$ cat config.mk
export PLATFORM = sky130hd
export DESIGN_NAME = usart_ctrl_seq
export DESIGN_NICKNAME = d
export VERILOG_FILES = /design/src/rtl/usart_seq_pkg.sv /design/src/rtl/usart_bus_if.sv /design/src/rtl/usart_seq_fsm.sv /design/src/rtl/usart_err_flags.sv /design/src/rtl/usart_ctrl_seq.sv
export SDC_FILE = /design/constraint.sdc
export NUM_CORES = 1
export LEC_CHECK = 0
export BUFFER_PORTS_ARGS = -buffer_cell sky130_fd_sc_hd__buf_2
export CAP_MARGIN = 20
export CORE_MARGIN = 2
export CORE_UTILIZATION = 39
export CTS_CLUSTER_DIAMETER = 80
export DETAILED_ROUTE_END_ITERATION = 8
export GPL_TIMING_DRIVEN = 0
export PLACE_DENSITY = 0.71
export SYNTH_ARGS = -nofsm -noshare
export SYNTH_HDL_FRONTEND = slang
export SYNTH_SLANG_ARGS = --single-unit
$ cat constraint.sdc
create_clock -name clk -period 2.9 [get_ports clk]
set_input_delay 0.145 -clock clk [delete_from_list [all_inputs] [get_ports clk]]
set_output_delay 0.145 -clock clk [all_outputs]
set_load 0.005 [all_outputs]
$ cat src/rtl/usart_seq_pkg.sv
package usart_seq_pkg;
    localparam int DW = 8;

    typedef enum logic [1:0] {
        WAIT_MODE  = 2'd0,
        WAIT_SYNC1 = 2'd1,
        WAIT_SYNC2 = 2'd2,
        RUN        = 2'd3
    } seq_state_t;

    localparam int CMD_TXEN  = 0;
    localparam int CMD_DTR   = 1;
    localparam int CMD_RXEN  = 2;
    localparam int CMD_BRK   = 3;
    localparam int CMD_ERCLR = 4;
    localparam int CMD_RTS   = 5;
    localparam int CMD_IRST  = 6;
    localparam int CMD_HUNT  = 7;

    localparam int MODE_SINGLE = 7;
endpackage

$ cat src/rtl/usart_bus_if.sv
module usart_bus_if #(
    parameter int DW = 8
) (
    input  logic          clk,
    input  logic          rst,
    input  logic          cs_n,
    input  logic          rd_n,
    input  logic          wr_n,
    input  logic          cd,
    input  logic [DW-1:0] din,
    output logic          ctrl_wr,
    output logic          data_wr_o,
    output logic [DW-1:0] wr_data_o,
    output logic          data_rd_o
);
    logic wr_act, rd_act, wr_act_q, rd_act_q, wr_ev, rd_ev;

    assign wr_act  = ~cs_n & ~wr_n;
    assign rd_act  = ~cs_n & ~rd_n;
    assign wr_ev   = wr_act & ~wr_act_q;
    assign rd_ev   = rd_act & ~rd_act_q;
    assign ctrl_wr = wr_ev & cd;

    always_ff @(posedge clk) begin
        if (rst) begin
            wr_act_q  <= 1'b0;
            rd_act_q  <= 1'b0;
            data_wr_o <= 1'b0;
            data_rd_o <= 1'b0;
            wr_data_o <= '0;
        end else begin
            wr_act_q  <= wr_act;
            rd_act_q  <= rd_act;
            data_wr_o <= wr_ev & ~cd;
            data_rd_o <= rd_ev & ~cd;
            if (wr_ev && !cd) wr_data_o <= din;
        end
    end

    AST_DWR_SINGLE: assert property (@(posedge clk) disable iff (rst)
        data_wr_o |=> !data_wr_o);
    AST_DRD_SINGLE: assert property (@(posedge clk) disable iff (rst)
        data_rd_o |=> !data_rd_o);
endmodule

$ cat src/rtl/usart_seq_fsm.sv
module usart_seq_fsm
    import usart_seq_pkg::*;
#(
    parameter int DW = 8
) (
    input  logic          clk,
    input  logic          rst,
    input  logic          ctrl_wr,
    input  logic [DW-1:0] din,
    output seq_state_t    state_q,
    output logic [DW-1:0] mode_q,
    output logic [DW-1:0] sync1_q,
    output logic [DW-1:0] sync2_q,
    output logic [DW-1:0] cmd_q,
    output logic          err_clr
);
    seq_state_t state_d;
    logic       mode_is_sync;

    assign mode_is_sync = (din[1:0] == 2'b00);
    assign err_clr = ctrl_wr && (state_q == RUN) && (din[CMD_ERCLR] || din[CMD_IRST]);

    always_ff @(posedge clk) begin
        if (rst) state_q <= WAIT_MODE;
        else     state_q <= state_d;
    end

    always_comb begin
        state_d = state_q;
        unique case (state_q)
            WAIT_MODE:  if (ctrl_wr) state_d = mode_is_sync ? WAIT_SYNC1 : RUN;
            WAIT_SYNC1: if (ctrl_wr) state_d = mode_q[MODE_SINGLE] ? RUN : WAIT_SYNC2;
            WAIT_SYNC2: if (ctrl_wr) state_d = RUN;
            RUN:        if (ctrl_wr && din[CMD_IRST]) state_d = WAIT_MODE;
            default:    state_d = WAIT_MODE;
        endcase
    end

    always_ff @(posedge clk) begin
        if (rst) begin
            mode_q  <= '0;
            sync1_q <= '0;
            sync2_q <= '0;
            cmd_q   <= '0;
        end else if (ctrl_wr) begin
            unique case (state_q)
                WAIT_MODE:  mode_q  <= din;
                WAIT_SYNC1: sync1_q <= din;
                WAIT_SYNC2: sync2_q <= din;
                RUN: begin
                    if (din[CMD_IRST]) cmd_q <= '0;
                    else begin
                        cmd_q <= din;
                        cmd_q[CMD_ERCLR] <= 1'b0;
                        cmd_q[CMD_IRST]  <= 1'b0;
                    end
                end
                default: cmd_q <= '0;
            endcase
        end
    end

    AST_IDLE_CMD_ZERO: assert property (@(posedge clk) disable iff (rst)
        (state_q == WAIT_MODE) |-> (cmd_q == '0));
    AST_ASYNC_TO_RUN: assert property (@(posedge clk) disable iff (rst)
        (state_q == WAIT_MODE && ctrl_wr && din[1:0] != 2'b00) |=> (state_q == RUN));
    AST_SYNC_ORDER: assert property (@(posedge clk) disable iff (rst)
        (state_q == WAIT_SYNC1 && ctrl_wr) |=> (state_q == WAIT_SYNC2 || state_q == RUN));
    AST_IRST_BACK: assert property (@(posedge clk) disable iff (rst)
        (state_q == RUN && ctrl_wr && din[CMD_IRST]) |=> (state_q == WAIT_MODE && cmd_q == '0));
    AST_HOLD_NO_WR: assert property (@(posedge clk) disable iff (rst)
        !ctrl_wr |=> ($stable(state_q) && $stable(mode_q) && $stable(cmd_q)));
endmodule

$ cat src/rtl/usart_err_flags.sv
module usart_err_flags (
    input  logic clk,
    input  logic rst,
    input  logic clr,
    input  logic pe_i,
    input  logic oe_i,
    input  logic fe_i,
    output logic pe_q,
    output logic oe_q,
    output logic fe_q
);
    always_ff @(posedge clk) begin
        if (rst) begin
            pe_q <= 1'b0;
            oe_q <= 1'b0;
            fe_q <= 1'b0;
        end else begin
            pe_q <= (pe_q & ~clr) | pe_i;
            oe_q <= (oe_q & ~clr) | oe_i;
            fe_q <= (fe_q & ~clr) | fe_i;
        end
    end

    AST_ERR_CLEARED: assert property (@(posedge clk) disable iff (rst)
        (clr && !pe_i && !oe_i && !fe_i) |=> (!pe_q && !oe_q && !fe_q));
    AST_ERR_STICKY: assert property (@(posedge clk) disable iff (rst)
        (pe_q && !clr) |=> pe_q);
endmodule

$ cat src/rtl/usart_ctrl_seq.sv
module usart_ctrl_seq
    import usart_seq_pkg::*;
(
    input  logic       clk,
    input  logic       rst,
    input  logic       cs_n,
    input  logic       rd_n,
    input  logic       wr_n,
    input  logic       cd,
    input  logic [7:0] din,
    output logic [7:0] dout,
    input  logic [7:0] rx_data_i,
    input  logic       tx_rdy_i,
    input  logic       rx_rdy_i,
    input  logic       tx_empty_i,
    input  logic       syndet_i,
    input  logic       dsr_i,
    input  logic       pe_i,
    input  logic       oe_i,
    input  logic       fe_i,
    output logic       configured_o,
    output logic       sync_mode_o,
    output logic [1:0] baud_sel_o,
    output logic [1:0] char_len_o,
    output logic       parity_en_o,
    output logic       parity_even_o,
    output logic [1:0] stop_sel_o,
    output logic       ext_sync_o,
    output logic       single_sync_o,
    output logic [7:0] sync1_o,
    output logic [7:0] sync2_o,
    output logic       tx_en_o,
    output logic       rx_en_o,
    output logic       dtr_o,
    output logic       rts_o,
    output logic       break_o,
    output logic       hunt_o,
    output logic       data_wr_o,
    output logic [7:0] wr_data_o,
    output logic       data_rd_o
);
    seq_state_t state_q;
    logic [DW-1:0] mode_q, cmd_q, status;
    logic ctrl_wr, err_clr, pe_q, oe_q, fe_q;

    usart_bus_if #(.DW(DW)) u_bus (
        .clk(clk), .rst(rst), .cs_n(cs_n), .rd_n(rd_n), .wr_n(wr_n), .cd(cd),
        .din(din), .ctrl_wr(ctrl_wr), .data_wr_o(data_wr_o),
        .wr_data_o(wr_data_o), .data_rd_o(data_rd_o)
    );

    usart_seq_fsm #(.DW(DW)) u_fsm (
        .clk(clk), .rst(rst), .ctrl_wr(ctrl_wr), .din(din), .state_q(state_q),
        .mode_q(mode_q), .sync1_q(sync1_o), .sync2_q(sync2_o), .cmd_q(cmd_q),
        .err_clr(err_clr)
    );

    usart_err_flags u_err (
        .clk(clk), .rst(rst), .clr(err_clr), .pe_i(pe_i), .oe_i(oe_i),
        .fe_i(fe_i), .pe_q(pe_q), .oe_q(oe_q), .fe_q(fe_q)
    );

    assign status = {dsr_i, syndet_i, fe_q, oe_q, pe_q, tx_empty_i, rx_rdy_i, tx_rdy_i};

    always_comb begin
        dout = '0;
        if (!cs_n && !rd_n) dout = cd ? status : rx_data_i;
    end

    assign configured_o  = (state_q == RUN);
    assign baud_sel_o    = mode_q[1:0];
    assign sync_mode_o   = (mode_q[1:0] == 2'b00);
    assign char_len_o    = mode_q[3:2];
    assign parity_en_o   = mode_q[4];
    assign parity_even_o = mode_q[5];
    assign stop_sel_o    = mode_q[7:6];
    assign ext_sync_o    = mode_q[6];
    assign single_sync_o = mode_q[MODE_SINGLE];
    assign tx_en_o       = cmd_q[CMD_TXEN];
    assign dtr_o         = cmd_q[CMD_DTR];
    assign rx_en_o       = cmd_q[CMD_RXEN];
    assign break_o       = cmd_q[CMD_BRK];
    assign rts_o         = cmd_q[CMD_RTS];
    assign hunt_o        = cmd_q[CMD_HUNT];

    AST_NO_SELECT: assert property (@(posedge clk) disable iff (rst)
        cs_n |=> ($stable(configured_o) && $stable(cmd_q) && $stable(mode_q)));
    AST_NO_SELECT_STROBE: assert property (@(posedge clk) disable iff (rst)
        (cs_n && $past(cs_n)) |-> (!data_wr_o && !data_rd_o));
endmodule

==> metrics.md <==
| Metric | Value |
|---|---|
| Gpl congestion | 0.7928 |
| GR Util All Layers | 0.1933 |
| Post-route clock period utilization | 0.6919 |
| CP Capture Type | flip-flop |
| Hold-fix buffers at CTS | 0 |
| Antenna diodes | 0 |
| Yosys top cell area share | 0.4651 |
| Layout Nets | approximately 360 |
| Crit path max-delay family | simple AND/OR/NAND/NOR gates |
| IO buf count | 80 |
| Worst path slowest cell | or4_1 |
| Core area | about 5000 um^2 |
| Worst-case clock buffer depth | 2 |
| Fin crit period | about 2 ns |
| Clock sinks | 47 |
| CTS Buf Count | 5 |
| Worst hold path class | input pin to flip-flop |
| CP Cell Sequence | inv_1, ha_1, clkbuf_1, or4_1, a22oi_2, mux2i_1 |
| WP data required | approximately 3.1 ns |
| Antenna violations before repair | 0 |
| Syn nets | 269 |
| Mux contribution to synthesized area | 0.08905 |
| Outcome | finished, final reports clean |
| Final antenna-violating net count | 0 |
| Largest net degree at the start of global routing | 15 |
| CP Class | flip-flop to flip-flop |
| Slew Limit Headroom | 0.5502 |
| Static leakage | 1.203 nW |
| # H-tree levels | 2 |
| Most common cell in the synthesized netlist | dfxtp_1 |
| Asr flop ratio synth | 0 |
| Gr ovfl total | 0 |
| Synth Flop Type | dfxtp_1 |
| Unrepaired setup endpoints after global routing | no |
| Total die area | 5780 um^2 |
| Unique masters post-synth | 26 |
| Post-synthesis compound-gate area fraction | 0.1812 |
| CP max FO | 10 |
| CTS clk-pin slew, worst paths | around 0.090 ns |
| Largest family of logic cells by synthesized area | compound AO/OA/AOI/OAI gates |
| CTS root buf | clkbuf_8 |
| I/O pin count | 82 |
| CTS tree | done |
| #FFs+latches synth | 47 |
| Total Wirelength | between 5 and 6 mm |
| First-pass GRT wire length | around 9 mm |
| Mean Syn Cell Area | roughly 8.6 um^2 |
| Post-CTS setup buffers | 0 |
| Final total negative setup slack | 0 ns |
| Final Hold Vio Count | 0 |
| Drt first pass iters | 4 |
| Final instance area | approximately 2600 um^2 |
| Number of remaining DRC errors | 0 |
| Vias in the first global route | roughly 1900 |
| Initial Utilization | 0.4012 |
| FP Rows | 26 |
| Initial DRC count | 118 |
| Adder-cell share of the synthesized area | 0.03092 |
| Xor/xnor share of the synthesized area | 0 |
| Finished Layout Cells | approximately 390 |
| Syn Inst Count | approximately 230 |
| Post-DP Area | 2511 um^2 |
| Die Wd | approximately 76 um |
| Area Growth Syn to Fin | 29.93% |
| Synthesized area | 2023 um^2 |
| DR vias | a little under 2000 |
| WL/cell | between 10 and 15 um |
| Layout cells sized above 1 | 0.3199 |
| Vias/cell | roughly 5.0 |
| WP data arrival | between 2 and 2.5 ns |
| Setup Skew | 0.006914 ns |
| Clk_lat worst skew | slightly above 0.3 ns |
| Crit path launch type | flip-flop |
| Synth Area in Simple Gates | 0.1546 |
| Max-cap violations | 0 |
| Placed cell count | about 380 |
| Top post-synthesis cells by area | dfxtp_1 (47%), mux2i_1 (8.9%), a21oi_1 (8.2%), o21ai_1 (7.4%), nand3_1 (5.9%) |
| Yosys top cell by area | dfxtp_1 |
| Post-DP HPWL | ~4 mm |
| Crit path buffers/inverters | 2 |
| Post_cts resized | 0 |
| CP peak stage delay | 0.54 ns |
| Max VDD drop | roughly 0.33 mV |
| Least-Margin Pin Slew | between 0.6 and 0.7 ns |
| Power per standard cell area | 571.9 nW/um^2 |
| Post-synthesis sequential area ratio | 0.4651 |
| Die Height | between 70 and 80 um |
| Slew Viols, Final | 0 |
| Post-synth EDFFs | 0 |
| Synth cell count leaders | dfxtp_1 (47), a21oi_1 (33), o21ai_1 (30) |
| Ys Warns | 0 |
| Max Fclk | 498.4 MHz |
| Final setup viols | 0 |
## report_power, final
part | switching [mW] | leakage [nW] | total, mW | internal (mW)
registers | 0.0223 | 0.381 | 0.697 | 0.675
clock network | 0.221 | 0.0612 | 0.500 | 0.279
logic | 0.193 | 0.761 | 0.306 | 0.113
## flip-flops by register name, indices dropped and copies added (netlist names), 2 cells and up
name	count
u_bus.wr_data_o	8
u_fsm.cmd_q	6
u_fsm.mode_q	8
u_fsm.state_q	2
u_fsm.sync1_q	8
u_fsm.sync2_q	8
## worst paths after layout
check        slack [ns]                             to                     startpoint  cells past startpoint
max                0.89  u_fsm.state_q[0]$_SDFFE_PP0P_  u_fsm.state_q[0]$_SDFFE_PP0P_                      6
min                0.04      u_bus.wr_act_q$_SDFF_PP0_                           wr_n                      2
max reg2reg        0.89  u_fsm.state_q[0]$_SDFFE_PP0P_  u_fsm.state_q[0]$_SDFFE_PP0P_                      6
min reg2reg        0.40     u_bus.data_rd_o$_SDFF_PP0_      u_bus.rd_act_q$_SDFF_PP0_                      1
## cell type report
cell class,count,area (um^2)
fillers,504,2414
flip-flops and latches,47,940.9
multi-input cells,155,922.1
repair buffers,80,400.4
plain buffers,21,118.9
well taps,70,87.58
clock buffers,6,82.58
inverters,11,41.29
clock inverters,2,35.03
## placed cells by master (no fill, tap or decap), drive strengths merged
cell    instances
bufinv          1
nor4b           1
o31ai           4
a22oi           1
or4             1
nor2b           1
a21oi          33
nand2           2
or2             1
a211o           1
or4b            1
and2            1
and3            1
nand3          24
dfxtp          47
nand4           6
o21ai          30
ha              5
mux2i          18
inv            11
clkinv          1
clkbuf         14
nor4            2
nor3            1
nor2           21
buf            93
## stage by stage
stage	hold WS (ns)	worst slack, ns	util	total power [mW]
6_report	0.03962	0.8934	0.5213	1.503
5_1_grt	0.04663	0.7612	0.5213	1.589
4_1_cts	0.03510	0.8995	0.5213	1.506
3_5_place_dp	0.3652	0.9441	0.4980	1.013
3_3_place_gp	0.3547	0.9609	0.4980	1.010
2_1_floorplan	0.2218	1.112	-	0.9057
## routing by layer
layer / track usage / vias up / share of wire
met5: 0 / - / 0
met4: 0.08909 / 0 / 0.025
met3: 0.04147 / 13 / 0.053
met2: 0.3027 / 59 / 0.47
met1: 0.2564 / 910 / 0.45
li1: - / 990 / -
## cells by family after synthesis
family                     count (synthesis)
and+or+nand+nor                           63
buffers and inverters                     32
DFF                                       47
muxes                                     18
adders and majority gates                  5
AOI/OAI and AO/OA                         69
No activity file was read; power rests on OpenSTA's default activity.
